### config.mk
export PLATFORM = sky130hd
export DESIGN_NAME = msh_point_engine
export DESIGN_NICKNAME = d
export VERILOG_FILES = /design/src/rtl/msh_pkg.sv /design/src/rtl/msh_dist.sv /design/src/rtl/msh_kernel.sv /design/src/rtl/msh_div.sv /design/src/rtl/msh_point_engine.sv
export SDC_FILE = /design/constraint.sdc
export NUM_CORES = 2
export LEC_CHECK = 0
export BUFFER_PORTS_ARGS = -buffer_cell sky130_fd_sc_hd__buf_2
export CELL_PAD_IN_SITES_DETAIL_PLACEMENT = 1
export CELL_PAD_IN_SITES_GLOBAL_PLACEMENT = 1
export CORE_MARGIN = 10
export CORE_UTILIZATION = 55
export DETAILED_ROUTE_END_ITERATION = 8
export PLACE_DENSITY = 0.91
export SYNTH_ARGS = -nofsm -noshare
export SYNTH_HDL_FRONTEND = slang
export SYNTH_HIERARCHICAL = 1
export SYNTH_SLANG_ARGS = --single-unit
### constraint.sdc
create_clock -name clk -period 14.7 [get_ports clk]
set_input_delay 0 -clock clk [delete_from_list [all_inputs] [get_ports clk]]
set_output_delay 0 -clock clk [all_outputs]
set_load 0.02 [all_outputs]
### src/rtl/msh_pkg.sv
package msh_pkg;

    localparam int NDIM      = 3;
    localparam int LUT_N     = 256;
    localparam int LUT_IDX_W = 8;
    localparam int W_W       = 8;
    localparam int DECAY_Q16 = 63520;

    typedef enum logic [1:0] {
        PH_RUN,
        PH_LOAD,
        PH_DIV,
        PH_FIN
    } phase_e;

    // Geometric decay table: e(0)=65535, e(i)=e(i-1)*DECAY/65536, weight=e>>8
    function automatic logic [LUT_N*W_W-1:0] build_lut();
        logic [LUT_N*W_W-1:0] tab;
        longint               e;
        tab = '0;
        e   = 65535;
        for (int i = 0; i < LUT_N; i++) begin
            tab[i*W_W +: W_W] = W_W'(e >> 8);
            e = (e * DECAY_Q16) >> 16;
        end
        return tab;
    endfunction

endpackage

### src/rtl/msh_dist.sv
module msh_dist
    import msh_pkg::*;
#(
    parameter int COORD_W = 8,
    parameter int D_W     = 2*COORD_W + 2
) (
    input  logic                             clk,
    input  logic                             rst_n,
    input  logic                             in_valid,
    input  logic                             in_last,
    input  logic [NDIM-1:0][COORD_W-1:0]     in_pix,
    input  logic [NDIM-1:0][COORD_W-1:0]     ref_pix,
    output logic                             out_valid,
    output logic                             out_last,
    output logic [NDIM-1:0][COORD_W-1:0]     out_pix,
    output logic [D_W-1:0]                   out_dist
);

    logic [NDIM-1:0][COORD_W-1:0] gap;
    logic [NDIM-1:0][D_W-1:0]     sq;
    logic [D_W-1:0]               dist_d;

    for (genvar k = 0; k < NDIM; k++) begin : g_axis
        assign gap[k] = (in_pix[k] >= ref_pix[k]) ? in_pix[k] - ref_pix[k]
                                                  : ref_pix[k] - in_pix[k];
        assign sq[k]  = D_W'(gap[k]) * D_W'(gap[k]);
    end

    always_comb begin
        dist_d = '0;
        for (int k = 0; k < NDIM; k++) dist_d = dist_d + sq[k];
    end

    always_ff @(posedge clk or negedge rst_n) begin
        if (!rst_n) begin
            out_valid <= 1'b0;
            out_last  <= 1'b0;
            out_pix   <= '0;
            out_dist  <= '0;
        end else begin
            out_valid <= in_valid;
            out_last  <= in_valid & in_last;
            out_pix   <= in_pix;
            out_dist  <= dist_d;
        end
    end

    // every accepted pixel advances one stage on the next edge, never held back
    a_r2_no_stall: assert property (@(posedge clk) disable iff (!rst_n)
        in_valid |=> out_valid);

endmodule

### src/rtl/msh_kernel.sv
module msh_kernel
    import msh_pkg::*;
#(
    parameter int COORD_W = 8,
    parameter int D_W     = 2*COORD_W + 2,
    parameter int SH_W    = 5
) (
    input  logic                         clk,
    input  logic                         rst_n,
    input  logic                         in_valid,
    input  logic                         in_last,
    input  logic [NDIM-1:0][COORD_W-1:0] in_pix,
    input  logic [D_W-1:0]               in_dist,
    input  logic [SH_W-1:0]              bw_shift,
    output logic                         out_valid,
    output logic                         out_last,
    output logic [NDIM-1:0][COORD_W-1:0] out_pix,
    output logic [W_W-1:0]               out_w
);

    localparam logic [LUT_N*W_W-1:0] KLUT = build_lut();

    logic [D_W-1:0] scaled;
    logic           beyond;
    logic [W_W-1:0] w_d;

    assign scaled = in_dist >> bw_shift;
    assign beyond = (scaled >= D_W'(LUT_N));

    always_comb begin
        if (beyond) w_d = '0;
        else        w_d = KLUT[32'(scaled[LUT_IDX_W-1:0])*W_W +: W_W];
    end

    always_ff @(posedge clk or negedge rst_n) begin
        if (!rst_n) begin
            out_valid <= 1'b0;
            out_last  <= 1'b0;
            out_pix   <= '0;
            out_w     <= '0;
        end else begin
            out_valid <= in_valid;
            out_last  <= in_valid & in_last;
            out_pix   <= in_pix;
            out_w     <= w_d;
        end
    end

    // a scaled distance past the table end yields no weight
    a_r3_far_zero: assert property (@(posedge clk) disable iff (!rst_n)
        (in_valid && beyond) |=> (out_valid && out_w == '0));

endmodule

### src/rtl/msh_div.sv
module msh_div #(
    parameter int NUM_W = 28,
    parameter int DEN_W = 20,
    parameter int Q_W   = 8,
    parameter int IDX_W = (Q_W > 1) ? $clog2(Q_W) : 1
) (
    input  logic             clk,
    input  logic             rst_n,
    input  logic             load,
    input  logic             step,
    input  logic [IDX_W-1:0] bit_idx,
    input  logic [NUM_W-1:0] num,
    input  logic [DEN_W-1:0] den,
    output logic [Q_W-1:0]   quo
);

    localparam int T_W = NUM_W + Q_W;

    logic [NUM_W-1:0] rem_q;
    logic [DEN_W-1:0] den_q;
    logic [Q_W-1:0]   quo_q;
    logic [T_W-1:0]   trial;
    logic             fits;

    assign trial = T_W'(den_q) << bit_idx;
    assign fits  = T_W'(rem_q) >= trial;
    assign quo   = quo_q;

    always_ff @(posedge clk or negedge rst_n) begin
        if (!rst_n) begin
            rem_q <= '0;
            den_q <= '0;
            quo_q <= '0;
        end else if (load) begin
            rem_q <= num;
            den_q <= den;
            quo_q <= '0;
        end else if (step && fits) begin
            rem_q          <= rem_q - trial[NUM_W-1:0];
            quo_q[bit_idx] <= 1'b1;
        end
    end

endmodule

### src/rtl/msh_point_engine.sv
module msh_point_engine
    import msh_pkg::*;
#(
    parameter int COORD_W  = 8,
    parameter int SH_W     = 5,
    parameter int MAXPIX_W = 12
) (
    input  logic               clk,
    input  logic               rst_n,
    input  logic               start,
    input  logic [COORD_W-1:0] tgt_x,
    input  logic [COORD_W-1:0] tgt_y,
    input  logic [COORD_W-1:0] tgt_g,
    input  logic [SH_W-1:0]    bw_shift,
    input  logic [COORD_W-1:0] conv_thr,
    input  logic               pix_valid,
    input  logic               pix_last,
    input  logic [COORD_W-1:0] pix_x,
    input  logic [COORD_W-1:0] pix_y,
    input  logic [COORD_W-1:0] pix_g,
    output logic               res_valid,
    output logic [COORD_W-1:0] res_x,
    output logic [COORD_W-1:0] res_y,
    output logic [COORD_W-1:0] res_g,
    output logic               converged
);

    localparam int D_W   = 2*COORD_W + 2;
    localparam int ACC_W = COORD_W + W_W + MAXPIX_W;
    localparam int WS_W  = W_W + MAXPIX_W;
    localparam int CNT_W = (COORD_W > 1) ? $clog2(COORD_W) : 1;

    typedef logic [NDIM-1:0][COORD_W-1:0] pt_t;

    typedef struct packed {
        phase_e                     phase;
        logic [CNT_W-1:0]           cnt;
        pt_t                        held;
        logic [NDIM-1:0][ACC_W-1:0] acc;
        logic [WS_W-1:0]            wsum;
        pt_t                        res;
        logic                       res_valid;
        logic                       conv;
    } core_t;

    core_t st_d, st_q;

    pt_t            in_pix, s1_pix, s2_pix, quo;
    logic           s1_valid, s1_last, s2_valid, s2_last;
    logic [D_W-1:0] s1_dist;
    logic [W_W-1:0] s2_w;

    assign in_pix = {pix_g, pix_y, pix_x};

    msh_dist #(.COORD_W(COORD_W), .D_W(D_W)) u_dist (
        .clk(clk), .rst_n(rst_n),
        .in_valid(pix_valid), .in_last(pix_last), .in_pix(in_pix),
        .ref_pix(st_q.held),
        .out_valid(s1_valid), .out_last(s1_last), .out_pix(s1_pix),
        .out_dist(s1_dist)
    );

    msh_kernel #(.COORD_W(COORD_W), .D_W(D_W), .SH_W(SH_W)) u_kernel (
        .clk(clk), .rst_n(rst_n),
        .in_valid(s1_valid), .in_last(s1_last), .in_pix(s1_pix),
        .in_dist(s1_dist), .bw_shift(bw_shift),
        .out_valid(s2_valid), .out_last(s2_last), .out_pix(s2_pix),
        .out_w(s2_w)
    );

    for (genvar k = 0; k < NDIM; k++) begin : g_div
        msh_div #(.NUM_W(ACC_W), .DEN_W(WS_W), .Q_W(COORD_W), .IDX_W(CNT_W)) u_div (
            .clk(clk), .rst_n(rst_n),
            .load(st_q.phase == PH_LOAD),
            .step(st_q.phase == PH_DIV),
            .bit_idx(st_q.cnt),
            .num(st_q.acc[k]),
            .den(st_q.wsum),
            .quo(quo[k])
        );
    end

    function automatic logic near(input logic [COORD_W-1:0] a,
                                  input logic [COORD_W-1:0] b,
                                  input logic [COORD_W-1:0] lim);
        logic [COORD_W-1:0] m;
        m = (a >= b) ? a - b : b - a;
        return m <= lim;
    endfunction

    always_comb begin
        st_d           = st_q;
        st_d.res_valid = 1'b0;

        if (s2_valid) begin
            for (int k = 0; k < NDIM; k++)
                st_d.acc[k] = st_q.acc[k] + ACC_W'(s2_w) * ACC_W'(s2_pix[k]);
            st_d.wsum = st_q.wsum + WS_W'(s2_w);
            if (s2_last) st_d.phase = PH_LOAD;
        end

        case (st_q.phase)
            PH_LOAD: begin
                if (st_q.wsum == '0) begin
                    st_d.res       = st_q.held;
                    st_d.res_valid = 1'b1;
                    st_d.conv      = 1'b1;
                    st_d.phase     = PH_RUN;
                end else begin
                    st_d.cnt   = CNT_W'(COORD_W - 1);
                    st_d.phase = PH_DIV;
                end
            end
            PH_DIV: begin
                if (st_q.cnt == '0) st_d.phase = PH_FIN;
                else                st_d.cnt   = st_q.cnt - 1'b1;
            end
            PH_FIN: begin
                st_d.res       = quo;
                st_d.res_valid = 1'b1;
                st_d.conv      = 1'b1;
                for (int k = 0; k < NDIM; k++)
                    if (!near(quo[k], st_q.held[k], conv_thr)) st_d.conv = 1'b0;
                st_d.phase = PH_RUN;
            end
            default: ;
        endcase

        if (start) begin
            st_d.held  = {tgt_g, tgt_y, tgt_x};
            st_d.acc   = '0;
            st_d.wsum  = '0;
            st_d.phase = PH_RUN;
        end
    end

    always_ff @(posedge clk or negedge rst_n) begin
        if (!rst_n) begin
            st_q       <= '0;
            st_q.phase <= PH_RUN;
        end else begin
            st_q <= st_d;
        end
    end

    assign res_valid = st_q.res_valid;
    assign res_x     = st_q.res[0];
    assign res_y     = st_q.res[1];
    assign res_g     = st_q.res[2];
    assign converged = st_q.conv;

    // a result is announced for exactly one cycle
    a_r6_single_pulse: assert property (@(posedge clk) disable iff (!rst_n)
        st_q.res_valid |=> !st_q.res_valid);

    // an empty weight sum returns the held point on the next edge
    a_r7_empty_keeps_point: assert property (@(posedge clk) disable iff (!rst_n)
        (st_q.phase == PH_LOAD && st_q.wsum == '0 && !start)
            |=> (st_q.res_valid && st_q.res == $past(st_q.held)));

    // the weight sum never wraps between starts
    a_r9_no_overflow: assert property (@(posedge clk) disable iff (!rst_n)
        !start |=> (st_q.wsum >= $past(st_q.wsum)));

endmodule

==> PnR_summary.wiki <==
{| class="wikitable"
! Metric !! Value
|-
| Synth top area share || 0.233
|-
| Number of DRC markers after the initial detailed-route iteration || 5175
|-
| Warnings from Yosys || 6
|-
| Final total negative setup slack || 0 ns
|-
| Post-layout min period || 9.96 ns
|-
| Number of buffers inserted during clock tree synthesis || 50
|-
| Startpoint of the worst-slack reg-to-reg timing path || st_q[130]$_DFFE_PN0P_
|-
| DIE AREA || 0.0909 mm2
|-
| Top area cells in the synthesized netlist || dfrtp_1, fa_1, ha_1
|-
| Crit path buf inv count || 5
|-
| Total of buffers placed on input and output ports || 91
|-
| GRT Residual Overflow || 0
|-
| Number of distinct library cells after synthesis || 98
|-
| Most common cell in the netlist || inv_1
|-
| Global-route wire length before repair || 268 mm
|-
| Detailed-route via count || 41000
|-
| Number of ports placed on the die boundary || 92
|-
| Transition time at the pin with the least slew margin || 1.37 ns
|-
| Worst Hold Margin || -0.0868 ns
|-
| Adder-cell share of the synthesized area || 0.258
|-
| Number of failing setup endpoints in the final timing report || 0
|-
| Leading register cell type out of synthesis || dfrtp_1
|-
| Final Util || 0.595
|-
| Post-synthesis share of cell area spent on xor and xnor gates || 0.0309
|-
| Area of all placed cells without fillers || 0.0469 mm2
|-
| Category of cells accounting for the largest share of critical-path delay || adder cells
|-
| Arrival time of data at the critical path endpoint || 10.47 ns
|-
| Library cell with the largest summed area after synthesis || dfrtp_1
|-
| Clock-pin slew reported for the worst setup and hold paths after clock tree synthesis || 0.07 ns
|-
| Multiplexer share of the synthesized area || 0.0869
|-
| Startpoint type of the worst setup path || flip-flop
|-
| Final-report max-slew violation count || 0
|-
| Required @ worst endpoint || 15.21 ns
|-
| Startpoint-to-endpoint class of the critical path || reg2reg
|-
| Overall Global Routing Usage || 0.374
|-
| TritonCTS clock tree || built
|-
| Net count reported at finish || 5704
|-
| Starting density of the core || 0.554
|-
| Post-DR vias/cell || 6.82
|-
| Placed instance area || 0.0446 mm2
|-
| Worst setup startpoint || st_q[130]$_DFFE_PN0P_
|-
| Critical Path Slowest Stage Cell || xnor2_1
|-
| Horizontal die dimension || 302 um
|-
| Maximum number of pins on one net before global-route repair || 154
|-
| Number of setup buffers added after CTS || 0
|-
| Antenna violations before repair || 12
|-
| Detailed-route DRC error count || 0
|-
| H-tree depth || 2
|-
| Latest clock arrival within the worst-skew pair || 0.67 ns
|-
| Floorplan Core Area || 0.0787 mm2
|-
| Placed wire-length estimate || 114 mm
|-
| Complex-gate fraction of the synthesized area || 0.157
|-
| Element type at the critical path end || flip-flop
|-
| Critical path peak fanout || 12
|-
| Status || complete, but fails checks
|-
| Final WL || 173 mm
|-
| Maximum capacitance violations || 0
|-
| Share of cells above drive strength 1 || 0.0837
|-
| Final period util || 0.678
|-
| Routed Antenna Nets || 0
|-
| Number of hold buffers added after cts || 54
|-
| Routability congestion estimate || 0.919
|-
| Number of cells upsized or downsized after cts || 0
|-
| Mean routed wirelength per cell || 28.7 um
|-
| Hold WC Path Type || in2async
|-
| Register bit count reported by yosys || 405
|-
| Most Frequent Cell on Critical Path || fa_1
|-
| Top achievable clock speed || 0.100 GHz
|-
| Filler cell count || 8930
|-
| Clock tree root driver cell || clkbuf_16
|-
| Standard-cell row count || 103
|-
| Worst-case clock skew || 0.0677 ns
|-
| TritonCTS Sinks || 405
|-
| CP peak stage delay || 1.01 ns
|-
| Maximum number of buffers from clock root to sink || 3
|-
| Iteration count of the initial detailed-routing pass || 6
|-
| Post-synthesis area per instance || 8.86 um2
|-
| Worst relative slew slack || 0.0894
|-
| Violated checks || negative hold slack
|-
| Vias in the first global route || 45300
|-
| Die boundary height || 302 um
|-
| Setup repair after global routing missed its margin || no
|-
| Top cells by count, synth || inv_1, nand2_1, ha_1
|-
| Synth-to-layout area growth || 7.52%
|-
| Count of flip-flops with a built-in enable after synthesis || 0
|-
| Cell count after synthesis || 4920
|-
| Simple-gate area share of the yosys netlist || 0.152
|-
| Share of async-settable or async-resettable flops after synthesis || 1.00
|-
| Post-synthesis net count || 5704
|-
| Part of the Yosys area used for sequential elements || 0.233
|-
| Total count of hold-check failures in the final report || 26
|-
| Dominant combinational cell family by area after synthesis || adder cells
|-
| Synth Cell Area || 0.0436 mm2
|}
[path summary, 6_finish.rpt]
| check | to | slack (ns) | cells after the start |
|---|---|---|---|
| min reg2reg | u_kernel/out_pix[6]$_DFF_PN0_ | 0.34 | 0 |
| min | st_q[125]$_DFFE_PN0P_ | -0.09 | 2 |
| max in group asynchronous | st_q[146]$_DFFE_PN0P_ | 12.93 | 3 |
| max | u_dist/out_dist[17]$_DFF_PN0_ | 4.74 | 29 |
| min in group clk | u_dist/out_valid$_DFF_PN0_ | 0.02 | 2 |
| max reg2reg | u_dist/out_dist[17]$_DFF_PN0_ | 4.74 | 29 |
[cell usage in the layout (no fill, tap or decap), types with 24 or more instances in the layout]
master         count
o21a_1            25
nor3_1            38
o21ai_0          195
xor2_1            56
or3_1             32
mux2_2           100
a21o_1            95
dfrtp_1          401
buf_4             36
nand3_1           96
a31oi_1          108
a22oi_1           24
buf_2             89
and2_1           123
clkbuf_16         50
mux4_2            25
ha_1             418
nor2b_1           61
fa_1             299
a211oi_1          41
nand4_1           64
nand2b_1          43
inv_1            664
xnor2_1           92
nor2_1           320
o211ai_1          39
mux2i_1          205
nand2_1          452
and3_1            53
dlygate4sd3_1     54
a21oi_1          267
[kinds of logic (layout without fill, tap and decap cells)]
| kind of cell | after synthesis | after routing |
|---|---|---|
| AND/OR/NAND/NOR | 1380 | 1380 |
| AO/OA/AOI/OAI | 1032 | 1032 |
| buffers and inverters | 901 | 941 |
| adder cells (fa/ha/maj) | 718 | 718 |
| flip-flops | 405 | 405 |
| multiplexers | 333 | 333 |
| XOR/XNOR | 151 | 151 |
| other | 0 | 2 |
[through the flow]
stage	setup WS, ns	cells
final	4.74	6012
after floorplan	6.59	4920
after global routing	4.55	6010
after CTS	5.38	6010
after global placement	6.03	5864
after detailed placement	5.54	5864
[state kept, by name (all words and copies together) (netlist names), 8 cells and up]
register / cells
res_x: 8
u_kernel/out_pix: 24
u_dist/out_dist: 18
u_dist/out_pix: 24
st_q: 133
g_div.u_div/rem_q: 84
g_div.u_div/quo: 24
u_kernel/out_w: 8
res_g: 8
res_y: 8
g_div.u_div/den_q: 60
[layer usage]
| layer | wire [um] | up-vias | track usage | part of all wire |
|---|---|---|---|---|
| li1 | - | 16800 | - | - |
| met1 | 62000 | 20500 | 0.429 | 0.36 |
| met2 | 80700 | 2647 | 0.613 | 0.47 |
| met3 | 15400 | 1042 | 0.0883 | 0.089 |
| met4 | 14400 | 14 | 0.260 | 0.083 |
| met5 | 105 | - | 0 | 0.00061 |
[layout make-up]
class / count / area [um2] / area share
Sequential cell: 405 / 10100 / 0.217
Tap cell: 1050 / 1310 / 0.0280
Clock buffer: 68 / 1370 / 0.0292
Antenna cell: 2 / 5.00 / 0.000107
Multi-Input combinational cell: 3614 / 29900 / 0.637
Clock inverter: 24 / 369 / 0.00788
Inverter: 668 / 2510 / 0.0535
Timing Repair Buffer: 181 / 1290 / 0.0276
Power is not shown: default switching activity piles up to over one toggle a cycle in this logic, so the estimate is an artifact.
